<file path="config.mk">
export PLATFORM = sky130hd
export DESIGN_NAME = line_offset_gen
export DESIGN_NICKNAME = d
export VERILOG_FILES = /design/src/rtl/line_ofs_pkg.sv /design/src/rtl/ofs_lfsr.sv /design/src/rtl/ofs_group_cnt.sv /design/src/rtl/ofs_scaler.sv /design/src/rtl/line_offset_gen.sv
export SDC_FILE = /design/constraint.sdc
export NUM_CORES = 1
export LEC_CHECK = 0
export ABC_AREA = 1
export BUFFER_PORTS_ARGS = -buffer_cell sky130_fd_sc_hd__buf_2
export CAP_MARGIN = 20
export CORE_ASPECT_RATIO = 1.75
export CORE_MARGIN = 2
export CORE_UTILIZATION = 55
export DETAILED_ROUTE_END_ITERATION = 8
export GPL_TIMING_DRIVEN = 1
export PLACE_DENSITY = 0.73
export SKIP_LAST_GASP = 1
export SLEW_MARGIN = 0
export SYNTH_ARGS = -nofsm -noshare
export SYNTH_HDL_FRONTEND = slang
export SYNTH_HIERARCHICAL = 1
export SYNTH_SLANG_ARGS = --single-unit
</file>
<file path="constraint.sdc">
create_clock -name clk_i -period 5.1 [get_ports clk_i]
set_clock_uncertainty 0.05 [all_clocks]
set_input_delay 0.765 -clock clk_i [delete_from_list [all_inputs] [get_ports clk_i]]
set_output_delay 0.765 -clock clk_i [all_outputs]
set_load 0.01 [all_outputs]
</file>
<file path="src/rtl/line_ofs_pkg.sv">
package line_ofs_pkg;
  typedef enum logic [1:0] {
    CMD_IDLE    = 2'd0,
    CMD_LOAD    = 2'd1,
    CMD_RESTART = 2'd2,
    CMD_STEP    = 2'd3
  } seq_cmd_e;
endpackage

</file>
<file path="src/rtl/ofs_lfsr.sv">
module ofs_lfsr
  import line_ofs_pkg::*;
#(
  parameter int W     = 9,
  parameter int TAP_A = 8,
  parameter int TAP_B = 3
) (
  input  logic         clk_i,
  input  logic         rst_ni,
  input  seq_cmd_e     cmd_i,
  input  logic         wrap_i,
  input  logic [W-1:0] seed_i,
  output logic [W-1:0] state_o
);
  logic [W-1:0] seed_q, state_q, seed_fix, state_nxt;
  logic         fb;

  assign seed_fix = (seed_i == '0) ? '1 : seed_i;  // zero would lock up
  assign fb       = state_q[TAP_A] ^ state_q[TAP_B];

  always_comb begin
    state_nxt = state_q;
    unique case (cmd_i)
      CMD_LOAD:    state_nxt = seed_fix;
      CMD_RESTART: state_nxt = seed_q;
      CMD_STEP:    state_nxt = wrap_i ? seed_q : {state_q[W-2:0], fb};
      default:     state_nxt = state_q;
    endcase
  end

  always_ff @(posedge clk_i or negedge rst_ni) begin
    if (!rst_ni) begin
      seed_q  <= '1;
      state_q <= '1;
    end else begin
      if (cmd_i == CMD_LOAD) seed_q <= seed_fix;
      state_q <= state_nxt;
    end
  end

  assign state_o = state_q;

  a_r7_state_nonzero: assert property (@(posedge clk_i) disable iff (!rst_ni)
    state_q != '0);
  a_r9_restart_to_seed: assert property (@(posedge clk_i) disable iff (!rst_ni)
    (cmd_i == CMD_RESTART) |=> (state_q == $past(seed_q)));
  a_r8_wrap_to_seed: assert property (@(posedge clk_i) disable iff (!rst_ni)
    (cmd_i == CMD_STEP && wrap_i) |=> (state_q == $past(seed_q)));
  a_r6_idle_hold: assert property (@(posedge clk_i) disable iff (!rst_ni)
    (cmd_i == CMD_IDLE) |=> $stable(state_q));
endmodule

</file>
<file path="src/rtl/ofs_group_cnt.sv">
module ofs_group_cnt
  import line_ofs_pkg::*;
#(
  parameter int LEN = 288
) (
  input  logic     clk_i,
  input  logic     rst_ni,
  input  seq_cmd_e cmd_i,
  output logic     wrap_o
);
  localparam int CNT_W = (LEN > 1) ? $clog2(LEN) : 1;

  logic [CNT_W-1:0] cnt_q;

  assign wrap_o = (cnt_q == CNT_W'(LEN - 1));

  always_ff @(posedge clk_i or negedge rst_ni) begin
    if (!rst_ni) begin
      cnt_q <= '0;
    end else begin
      unique case (cmd_i)
        CMD_LOAD, CMD_RESTART: cnt_q <= '0;
        CMD_STEP:              cnt_q <= wrap_o ? '0 : cnt_q + 1'b1;
        default:               cnt_q <= cnt_q;
      endcase
    end
  end

  a_r8_count_bound: assert property (@(posedge clk_i) disable iff (!rst_ni)
    int'(cnt_q) < LEN);
  a_r9_count_cleared: assert property (@(posedge clk_i) disable iff (!rst_ni)
    (cmd_i == CMD_LOAD || cmd_i == CMD_RESTART) |=> (cnt_q == '0));
endmodule

</file>
<file path="src/rtl/ofs_scaler.sv">
module ofs_scaler #(
  parameter int IN_W    = 9,
  parameter int SCALE   = 719,
  parameter int FRAC_W  = 10,
  parameter int PAD_W   = 2,
  parameter int MAX_OFS = 1436
) (
  input  logic                  clk_i,
  input  logic                  rst_ni,
  input  logic                  en_i,
  input  logic [IN_W-1:0]       state_i,
  output logic [IN_W+PAD_W-1:0] offset_o,
  output logic                  valid_o
);
  localparam int PROD_W = IN_W + FRAC_W;  // SCALE < 2**FRAC_W
  localparam int OUT_W  = IN_W + PAD_W;

  logic [IN_W-1:0]  scaled;
  logic [OUT_W-1:0] offset_q;
  logic             valid_q;

  assign scaled = IN_W'((PROD_W'(state_i) * PROD_W'(SCALE)) >> FRAC_W);

  always_ff @(posedge clk_i or negedge rst_ni) begin
    if (!rst_ni) begin
      offset_q <= '0;
      valid_q  <= 1'b0;
    end else begin
      valid_q <= en_i;
      if (en_i) offset_q <= {scaled, {PAD_W{1'b0}}};
    end
  end

  assign offset_o = offset_q;
  assign valid_o  = valid_q;

  a_r4_offset_range: assert property (@(posedge clk_i) disable iff (!rst_ni)
    valid_q |-> (int'(offset_q) <= MAX_OFS && offset_q[PAD_W-1:0] == '0));
  a_r5_hold_when_idle: assert property (@(posedge clk_i) disable iff (!rst_ni)
    !en_i |=> $stable(offset_q));
endmodule

</file>
<file path="src/rtl/line_offset_gen.sv">
module line_offset_gen
  import line_ofs_pkg::*;
#(
  parameter int LFSR_W    = 9,
  parameter int TAP_A     = 8,
  parameter int TAP_B     = 3,
  parameter int SCALE     = 719,
  parameter int FRAC_W    = 10,
  parameter int PAD_W     = 2,
  parameter int GROUP_LEN = 288,
  parameter int MAX_OFS   = 1436
) (
  input  logic                    clk_i,
  input  logic                    rst_ni,
  input  logic [LFSR_W-1:0]       seed_i,
  input  logic                    load_i,
  input  logic                    restart_i,
  input  logic                    step_i,
  output logic [LFSR_W+PAD_W-1:0] offset_o,
  output logic                    valid_o
);
  seq_cmd_e          cmd;
  logic              wrap;
  logic [LFSR_W-1:0] state;

  always_comb begin
    if (load_i)         cmd = CMD_LOAD;
    else if (restart_i) cmd = CMD_RESTART;
    else if (step_i)    cmd = CMD_STEP;
    else                cmd = CMD_IDLE;
  end

  ofs_lfsr #(.W(LFSR_W), .TAP_A(TAP_A), .TAP_B(TAP_B)) u_lfsr (
    .clk_i, .rst_ni, .cmd_i(cmd), .wrap_i(wrap), .seed_i, .state_o(state)
  );

  ofs_group_cnt #(.LEN(GROUP_LEN)) u_cnt (
    .clk_i, .rst_ni, .cmd_i(cmd), .wrap_o(wrap)
  );

  ofs_scaler #(
    .IN_W(LFSR_W), .SCALE(SCALE), .FRAC_W(FRAC_W), .PAD_W(PAD_W), .MAX_OFS(MAX_OFS)
  ) u_scale (
    .clk_i, .rst_ni, .en_i(cmd == CMD_STEP), .state_i(state),
    .offset_o, .valid_o
  );

  a_r6_no_step_no_valid: assert property (@(posedge clk_i) disable iff (!rst_ni)
    !step_i |=> !valid_o);
  a_r10_load_blocks_step: assert property (@(posedge clk_i) disable iff (!rst_ni)
    (load_i || restart_i) |=> !valid_o);
endmodule

</file>
-- Word-level counts from Yosys, hierarchy flattened
Index checks and enable logic that the tools add are counted.
- logic and storage cells: 24
- output and inout bits: 12
- bits in registers: 37
- input bits: 14
- multipliers: 1
- eq/ne operators: 4
- reduce and logical (&&, ||, !) cells: 4
- add/sub/neg operators: 1
- muxes and demuxes: 8
- bitwise logic cells: 1
- operator list (kind ; number):
    2-to-1 mux 9 bit ; 3
    one-hot mux 9 bit (3 select lines) ; 1
    multiplier 9 x 10 -> 19 bit, second input constant ; 1
    one-hot mux 9 bit (2 select lines) ; 1
    adder 9 x 1 -> 9 bit, second input constant ; 1
    equality test 9 bit, second input constant ; 1
    logical NOT 9 bit ; 1
    2-to-1 mux 2 bit ; 3
    equality test 2 bit, second input constant ; 2
    nonzero test 3 bit ; 1
    equality test 2 x 1 -> 1 bit, second input constant ; 1
    nonzero test 2 bit ; 1
    OR reduction 2 bit ; 1
    bitwise XOR 1 bit ; 1

-- Depth between registers and ports, before layout
Gate-level depths: netlist of the first run.
- depth after elaboration: 6
- mapped depth: 18
- mapped depth without buffers: 18

-- By module
Netlist of the first run, hierarchy kept.
- by module, submodules not included (module ; seq. area each (um2) ; instances ; area an instance (um2) ; cells each):
    ofs_scaler ; 250.2 ; 1 ; 2371.0 ; 316
    ofs_lfsr ; 473.0 ; 1 ; 1058.5 ; 148
    ofs_group_cnt ; 225.2 ; 1 ; 561.8 ; 78
    line_offset_gen ; 0.0 ; 1 ; 31.3 ; 7

-- Worst setup path before layout of the first run
OpenSTA, ideal clock, no wires.
- kind: register to register
- start: reg u_lfsr.state_q[6], in the netlist u_lfsr/state_o[6]
- end: reg u_scale.offset_q[9], in the netlist u_scale/offset_o[9]
- setup time: 0.117 ns
- stages on the path, launching flop included: 18
- period minus slack after synthesis: 3.773 ns
- path buffers: 0
- arrival: 3.606 ns
- slack: 1.327 ns
- data required time: 4.933 ns
- cell sequence: dfstp_2 fa_1 inv_1 fa_1 inv_1 fa_1 inv_1 fa_1 inv_1 ha_1 a21oi_1 inv_1 nor2_1 nand2_1 nand2_1 nand3b_1 nand3_1 nand2_1
- cells in the longest elaborated chain, start to end: 1
- ends and longest elaborated chain (item ; line ; text):
    start: declaration ; ofs_lfsr.sv:15 ; logic [W-1:0] seed_q, state_q, seed_fix, state_nxt;
    start signal: assignment ; ofs_lfsr.sv:37 ; state_q <= state_nxt;
    multiplier 9 x 10 -> 19 bit ; ofs_scaler.sv:22 ; assign scaled = IN_W'((PROD_W'(state_i) * PROD_W'(SCALE)) >> FRAC_W);
    end signal: assignment ; ofs_scaler.sv:30 ; if (en_i) offset_q <= {scaled, {PAD_W{1'b0}}};
    end: declaration ; ofs_scaler.sv:19 ; logic [OUT_W-1:0] offset_q;
Every way passes these cells.
A chain may end at the register's enable or synchronous reset.

-- Worst setup path in the final report of the first run
- start: reg u_lfsr.state_q[8], in the netlist u_lfsr/state_o[8]
- end: reg u_scale.offset_q[7], in the netlist u_scale/offset_o[7]
Same word-level chain as after synthesis.

==> qor.csv, run 1 <==
metric,value,unit
holdCritPathClass,reg -> reg,
ys_seq_area_share,23.6,%
synth_edf_count,0,
powerDensity,717,mW/mm2
avgSynthCellArea,7.33,um2
n_antenna_cell,0,
drive_gt1_share,13.7,%
rr_worst_depth,14,
cts_buffers,5,
holdCritStartpoint,u_scale/offset_o[5],
vias,3386,
gp_congestion,0.939,
start_kind,register,
grt_start_max_net_pins,38,
antenna_found_initial,0,
area_growth,7.96,%
min_to,u_scale/offset_o[5],
grt_pass1_wl,14800,um
dr.pass1.iters,4,
timing.rr.start,u_lfsr/state_o[8],
synth_area_leaders,"ha_1 16%, nand2_1 14%, fa_1 13%",
die_h,117,um
slew_viol_final,0,
yosys.cell_count.top_type,nand2_1,
grt_pass1_vias,3453,
finalSetupTns,0,ps
crit_arrival,4190,ps
max_cap_violations,0,
end_kind,register,
postSynthCellCount,549,
clock_sinks,37,
viasPerCell,5.12,
nNetsFinal,666,
overflow,0,
dp.final_hpwl,7020,um
required,5220,ps
async_flop_share,100,%
min_period,4070,ps
rows,41,
setup_viol_count_final,0,
clock_latency,290,ps
h-tree-depth,2,
clk_pin_slew_worst_paths,60,ps
nFillCells,662,
hold_depth,2,
avgRoutedWirePerCell,12.9,um
tightest_slew,891,ps
synthTopCellsByCount,"145 x nand2_1, 109 x inv_1, 52 x ha_1, 38 x a21oi_1, 37 x nor2_1",
ios,26,
drc,0,
ant_nets,0,
post_cts_buffers,0,
grtUsageTotal,24.6,%
synth_top_area_share,16.2,%
slew_headroom,40.6,%
place_inst,653,
synth_top_area_cell,ha_1,
clockRootBuffer,clkbuf_16,
crit_type,reg -> reg,
rsz0062_at_grt,no,
cts_max_path_buffers,2,
initial_core_util,56.4,%
vdd_drop_max,0.323,mV
finalHoldViolCount,0,
dieArea,0.00804,mm2
dieWidth,68.6,um
worstPathMaxFanout,9,
core,0.00713,mm2
synth-seq-cells,37,
io_buffers,23,
finalNonFillerCells,661,
drtIter0Drc,111,
holdBufCountCts,0,
rr_endpoint,u_scale/offset_o[7],
p_leak,2.45,nW
wl,8510,um
post_cts_resized,0,
syn-cell-area,0.00402,mm2
status,"finished, final reports clean",
ys.flop_type,dfrtp_1,
r2r_slack,1030,ps
fmax,0.246,GHz
synth.distinct_cells,31,
fin_crit_sh,79.8,%
yosysWarnings,6,
tritoncts,built,
cell families after synthesis:
kind of cell               after synthesis  synth area share (%)
and+or+nand+nor                        231                  24.3
adders and majority gates               78                  29.1
DFF                                     37                  23.6
xor gates and xnor gates                 4                 0.871
AOI/OAI and AO/OA                       72                  9.55
buffers and inverters                  126                  12.5
other                                    1                0.0932
layer usage:
layer	up-vias	global-route usage [%]	share of wire, %	wire length, um
li1	1737	-	-	-
met1	1568	24.8	37	3120
met2	56	46.9	57	4860
met3	25	3.35	2.2	189
met4	0	12.1	4.0	339
met5	-	0	0	0
sequential cells by signal, summed over array words and instances (netlist names):
register / cells
u_scale/offset_o: 9
u_cnt/cnt_q: 9
u_lfsr/seed_q: 9
u_lfsr/state_o: 9
u_scale/valid_o: 1
layout make-up:
cell class / count / area (um2) / share of cell area, %
well taps: 86 / 108 / 2.48
flip-flops and latches: 37 / 948 / 21.8
repair buffers: 24 / 123 / 2.82
inverters: 119 / 448 / 10.3
clock buffers: 5 / 125 / 2.88
clock inverters: 3 / 17.5 / 0.403
multi-input cells: 387 / 2570 / 59.3
per-stage QoR:
step	setup WS, ps	total power [mW]	utilization [%]	cell area [um2]	hold WS [ps]
2_1_floorplan	1330	2.27	-	4030	405
3_3_place_gp	1120	2.75	58.9	4200	409
3_5_place_dp	1070	2.80	58.9	4200	410
4_1_cts	1030	3.12	60.9	4340	426
5_1_grt	730	3.51	60.9	4340	447
6_report	1030	3.11	60.9	4340	420
critical path: stages (launching register included):
cell and delay, ps:
dfstp_2 660, fa_1 510, xor2_1 190, ha_1 190
a21oi_1 170, fa_1 470, fa_1 540, inv_1 40
ha_1 370, nand2_1 170, nor2_1 90, o21bai_1 200
nand4_1 130, nand3_1 100, nand2_1 60
report_power, final:
group / switching [mW] / internal, mW
Sequential: 0.0520 / 0.367
Clock: 0.122 / 0.179
Combinational: 1.50 / 0.895
Total: 1.67 / 1.44
how the worst max path moves through the flow:
| stage | end | slack [ps] | startpoint |
|---|---|---|---|
| final | u_scale/offset_o[7] | 1030 | u_lfsr/state_o[8] |
| after global routing | u_scale/offset_o[8] | 730 | u_lfsr/state_o[8] |
| after CTS | u_scale/offset_o[8] | 1030 | u_lfsr/state_o[8] |
| after detailed placement | u_scale/offset_o[8] | 1070 | u_lfsr/state_o[8] |
| after global placement | u_scale/offset_o[8] | 1120 | u_lfsr/state_o[8] |
| after floorplan | u_scale/offset_o[9] | 1330 | u_lfsr/state_o[6] |
cells in the final DEF (no fill, tap or decap):
master,n
a21oi_1,38
a21oi_2,2
and2_1,2
buf_2,23
buf_4,1
clkbuf_16,5
clkinv_1,2
clkinv_2,3
clkinvlp_4,1
conb_1,2
dfrtp_1,19
dfstp_2,18
fa_1,26
ha_1,52
inv_1,109
inv_2,7
nand2_1,145
nand2_2,5
nand2_4,1
nand3_1,22
nand3b_1,2
nand4_1,4
nor2_1,37
nor2_2,8
nor2_4,2
nor3_1,3
o21a_1,1
o21ai_0,6
o21ai_1,21
o21ai_2,3
o21bai_1,1
xnor2_1,2
xor2_1,2
Power figures use the tool's default switching activity.
==> run 2: changes to the inputs <==
Clock period 5.1 ns to 3.89 ns, I/O delays scaled along.
==> qor.csv, run 2 (synthesized netlist as in run 1, its figures left out) <==
metric,value,unit,change
status,"finished, final reports clean",,unchanged
r2r_slack,110,ps,was 1030 ps
holdCritPathClass,in -> async,,was reg -> reg
setup.worst_path.end,u_scale/offset_o[6],,was u_scale/offset_o[7]
dieArea,0.00804,mm2,unchanged
holdBufCountCts,0,,unchanged
gp_congestion,0.910,,was 0.939
timing.rr.start,u_lfsr/state_o[7],,was u_lfsr/state_o[8]
clock_sinks,37,,unchanged
place_inst,663,,was 653
wl,9050,um,was 8510 um
rsz0062_at_grt,yes,,was no
grt_pass1_vias,3659,,was 3453
placed_area,0.00428,mm2,was 0.00420 mm2
cts_max_path_buffers,2,,unchanged
start_kind,register,,unchanged
crit_start,u_lfsr/state_o[7],,was u_lfsr/state_o[8]
slew_headroom,41.9,%,was 40.6%
core,0.00713,mm2,unchanged
io_buffers,23,,unchanged
ant_nets,0,,unchanged
overflow,0,,unchanged
die_h,117,um,unchanged
finalNonFillerCells,672,,was 661
cts_buffers,5,,unchanged
clockRootBuffer,clkbuf_16,,unchanged
nNetsFinal,677,,was 666
viasPerCell,5.19,,was 5.12
h-tree-depth,2,,unchanged
n_antenna_cell,0,,unchanged
rr_worst_depth,18,,was 14
setup_viol_count_final,0,,unchanged
crit_arrival,3910,ps,was 4190 ps
dp.final_hpwl,7180,um,was 7020 um
grt_pass1_wl,15300,um,was 14800 um
tritoncts,built,,unchanged
clk_pin_slew_worst_paths,60,ps,about the same
dieWidth,68.6,um,unchanged
slew_viol_final,0,,unchanged
min_period,3780,ps,was 4070 ps
drive_gt1_share,21.0,%,was 13.7%
end_kind,register,,unchanged
fmax,0.265,GHz,was 0.246 GHz
final_common_cell,nand2_1,,unchanged
dr.pass1.iters,4,,unchanged
initial_core_util,56.4,%,unchanged
vias,3490,,was 3386
fin_crit_sh,97.2,%,was 79.8%
finalHoldViolCount,0,,unchanged
antenna_found_initial,0,,unchanged
grtUsageTotal,25.5,%,was 24.6%
timing.hold.ws,360,ps,was 420 ps
required,4020,ps,was 5220 ps
drc,0,,unchanged
stdcell_area,0.00460,mm2,was 0.00434 mm2
drtIter0Drc,126,,was 111
max_cap_violations,0,,unchanged
layout_common_cells,"135 x nand2_1, 105 x inv_1, 46 x ha_1, 32 x a21oi_1, 31 x nor2_1",,"was 145 x nand2_1, 109 x inv_1, 52 x ha_1, 38 x a21oi_1, 37 x nor2_1"
avgRoutedWirePerCell,13.5,um,was 12.9 um
rr_endpoint,u_scale/offset_o[6],,was u_scale/offset_o[7]
setup_slack,110,ps,was 1030 ps
rows,41,,unchanged
ios,26,,unchanged
crit_type,reg -> reg,,unchanged
dp_slack,-60.3,ps,was 1070 ps
grt_start_max_net_pins,38,,unchanged
clock_latency,290,ps,about the same
area_growth,14.4,%,was 7.96%
tightest_slew,872,ps,was 891 ps
worstPathMaxFanout,3,,was 9
==> run 2: changes by cell type in the layout (fill, tap and decap cells not counted), sizes merged <==
| cell | delta |
|---|---|
| buf | +11 |
| clkbuf | +3 |
| clkinv | -2 |
| clkinvlp | -1 |
==> run 2: cell type report <==
cell class	instances	area [um2]
Clock buffer	8	146
Fill cell	641	2530
Inverter	119	448
Multi-Input combinational cell	387	2750
Sequential cell	37	948
Tap cell	86	108
Timing Repair Buffer	35	205
==> run 2: metrics by stage <==
step                      TNS [ps]  utilization, %
after detailed placement      -227            60.0
after global placement           0            60.0
after global routing         -90.3            64.5
after CTS                        0            62.4
after floorplan                  0               -
final                            0            64.5
==> run 2: critical path: stages (launching register included) <==
cell     delay [ps]
dfstp_2         380
fa_2            620
inv_2            50
fa_1            510
inv_2            40
fa_1            480
inv_2            40
fa_1            490
inv_2            50
ha_4            300
nand2_4          80
nor2_2           90
nand2_1          80
nand2_2         130
nand2_2          70
nand2_1          50
nand2_1          40
nand3_1          70
nand2_1          50
==> run 2: how the worst min path moves through the flow <==
stage          depth (start not counted)                 from             endpoint
2_1_floorplan                          0               rst_ni       u_cnt/cnt_q[0]
3_3_place_gp                           2  u_scale/offset_o[4]  u_scale/offset_o[4]
3_5_place_dp                           2  u_scale/offset_o[6]  u_scale/offset_o[6]
4_1_cts                                1               rst_ni  u_scale/offset_o[3]
5_1_grt                                1               rst_ni  u_scale/offset_o[3]
6_report                               1               rst_ni  u_scale/offset_o[3]
==> run 2: what timing repair did <==
item                                   CTS  global route
setup buffers                            0             1
setup endpoints to repair                7             9
resized for setup                        6            35
endpoints found under the hold margin    0             0
pin swaps                                1            19
==> run 2: per-layer routing <==
layer | track usage (%) | vias up | routed length [um]
li1 | - | 1759 | -
met1 | 24.3 | 1628 | 3310
met2 | 48.6 | 68 | 5080
met3 | 3.73 | 35 | 201
met4 | 15.3 | 0 | 459
met5 | 0 | - | 0
Power of run 2 is not shown: default switching activity piles up to over one toggle a cycle in this logic, so the estimate is an artifact.
==> run 3: changes to the inputs <==
Settings changed: ABC_CLOCK_PERIOD_IN_PS set to 3890, CTS_BUF_LIST set to sky130_fd_sc_hd__clkbuf_4 sky130_fd_sc_hd__clkbuf_8 sky130_fd_sc_hd__clkbuf_16.
==> qor.csv, run 3 (synthesized netlist as in run 1, its figures left out) <==
metric,value,unit,change
grtUsageTotal,25.7,%,was 25.5%
cts_buffers,5,,unchanged
dr.pass1.iters,4,,unchanged
h-tree-depth,2,,unchanged
required,4020,ps,about the same
topRoutingLayerUsed,met4,,unchanged
n_antenna_cell,0,,unchanged
grt_pass1_wl,15400,um,was 15300 um
setup_viol_count_final,0,,unchanged
clock_latency,290,ps,about the same
clock_sinks,37,,unchanged
clk_pin_slew_worst_paths,60,ps,about the same
crit_arrival,3910,ps,about the same
gp_congestion,0.910,,unchanged
initial_core_util,56.4,%,unchanged
dieWidth,68.6,um,unchanged
fin_crit_sh,97.3,%,was 97.2%
vias,3499,,was 3490
rows,41,,unchanged
worstPathMaxFanout,3,,unchanged
tightest_slew,890,ps,was 872 ps
slew_viol_final,0,,unchanged
nNetsFinal,677,,unchanged
cts_max_path_buffers,2,,unchanged
rr_endpoint,u_scale/offset_o[6],,unchanged
timing.rr.start,u_lfsr/state_o[7],,unchanged
overflow,0,,unchanged
dp.final_hpwl,7180,um,unchanged
final_common_cell,nand2_1,,unchanged
end_kind,register,,unchanged
viasPerCell,5.21,,was 5.19
grt_start_max_net_pins,38,,unchanged
die_h,117,um,unchanged
ios,26,,unchanged
layout_common_cells,"135 x nand2_1, 105 x inv_1, 46 x ha_1, 32 x a21oi_1, 31 x nor2_1",,unchanged
dp_slack,-60.3,ps,unchanged
drc,0,,unchanged
antenna_found_initial,0,,unchanged
wl_met2,5090,um,was 5080 um
m1WireLength,3310,um,about the same
fin_util,64.6,%,was 64.5%
wl,9070,um,was 9050 um
ant_nets,0,,unchanged
drive_gt1_share,21.3,%,was 21.0%
core,0.00713,mm2,unchanged
crit_type,reg -> reg,,unchanged
clockRootBuffer,clkbuf_16,,unchanged
finalHoldViolCount,0,,unchanged
avgRoutedWirePerCell,13.5,um,about the same
rsz0062_at_grt,yes,,unchanged
wl_met3,212,um,was 201 um
io_buffers,23,,unchanged
drtIter0Drc,116,,was 126
fmax,0.264,GHz,was 0.265 GHz
min_period,3780,ps,about the same
holdCritPathClass,in -> async,,unchanged
start_kind,register,,unchanged
tritoncts,built,,unchanged
dieArea,0.00804,mm2,unchanged
holdBufCountCts,0,,unchanged
area_growth,14.6,%,was 14.4%
slew_headroom,40.7,%,was 41.9%
max_cap_violations,0,,unchanged
setup_slack,106,ps,was 110 ps
r2r_slack,110,ps,about the same
rr_worst_depth,18,,unchanged
status,"finished, final reports clean",,unchanged
grt_pass1_vias,3672,,was 3659
-- run 3: cell count changes in the layout (fill, tap and decap cells not counted) --
| cell | previous run | this run |
|---|---|---|
| clkbuf_1 | 2 | 0 |
| clkbuf_4 | 0 | 2 |
-- run 3: timing repair --
action | 4_1_cts | 5_1_grt
pin swaps | 1 | 19
endpoints found under the setup margin | 7 | 9
buffers inserted | 0 | 1
resized for setup | 6 | 35
-- run 3: area by class of cell --
class / instances / area, um2
Multi-Input combinational cell: 387 / 2750
Timing Repair Buffer: 35 / 205
Clock buffer: 8 / 154
Inverter: 119 / 448
Sequential cell: 37 / 948
Fill cell: 643 / 2520
Tap cell: 86 / 108
-- run 3: how the worst max path moves through the flow --
| stage | from | endpoint | slack (ps) | depth (start not counted) |
|---|---|---|---|---|
| 6_report | u_lfsr/state_o[7] | u_scale/offset_o[6] | 110 | 18 |
| 5_1_grt | u_lfsr/state_o[6] | u_scale/offset_o[9] | -40 | 16 |
| 4_1_cts | u_lfsr/state_o[8] | u_scale/offset_o[9] | 20 | 18 |
| 3_5_place_dp | u_lfsr/state_o[6] | u_scale/offset_o[9] | -60 | 17 |
| 3_3_place_gp | u_lfsr/state_o[6] | u_scale/offset_o[7] | 20 | 15 |
| 2_1_floorplan | u_lfsr/state_o[6] | u_scale/offset_o[9] | 120 | 17 |
-- run 3: per-stage QoR --
| step | hold WS [ps] | setup TNS [ps] | std cells | area, um2 |
|---|---|---|---|---|
| 6_report | 382 | 0 | 672 | 4610 |
| 5_1_grt | 439 | -90.3 | 672 | 4610 |
| 4_1_cts | 394 | 0 | 671 | 4460 |
| 3_5_place_dp | 417 | -227 | 663 | 4280 |
| 3_3_place_gp | 409 | 0 | 663 | 4280 |
| 2_1_floorplan | 238 | 0 | 550 | 4030 |
-- run 3: worst max-delay path: stages (launching register included) --
cell,delay (ps)
dfstp_2,380
fa_2,620
inv_2,50
fa_1,510
inv_2,40
fa_1,480
inv_2,40
fa_1,490
inv_2,50
ha_4,300
nand2_4,80
nor2_2,90
nand2_1,80
nand2_2,130
nand2_2,70
nand2_1,50
nand2_1,40
nand3_1,70
nand2_1,50
-- run 3: layer usage --
| layer | vias up | track usage (%) |
|---|---|---|
| met5 | - | 0 |
| li1 | 1757 | - |
| met3 | 33 | 3.73 |
| met4 | 0 | 15.3 |
| met2 | 76 | 49.2 |
| met1 | 1633 | 24.3 |
Power of run 3 is left out for the same reason.
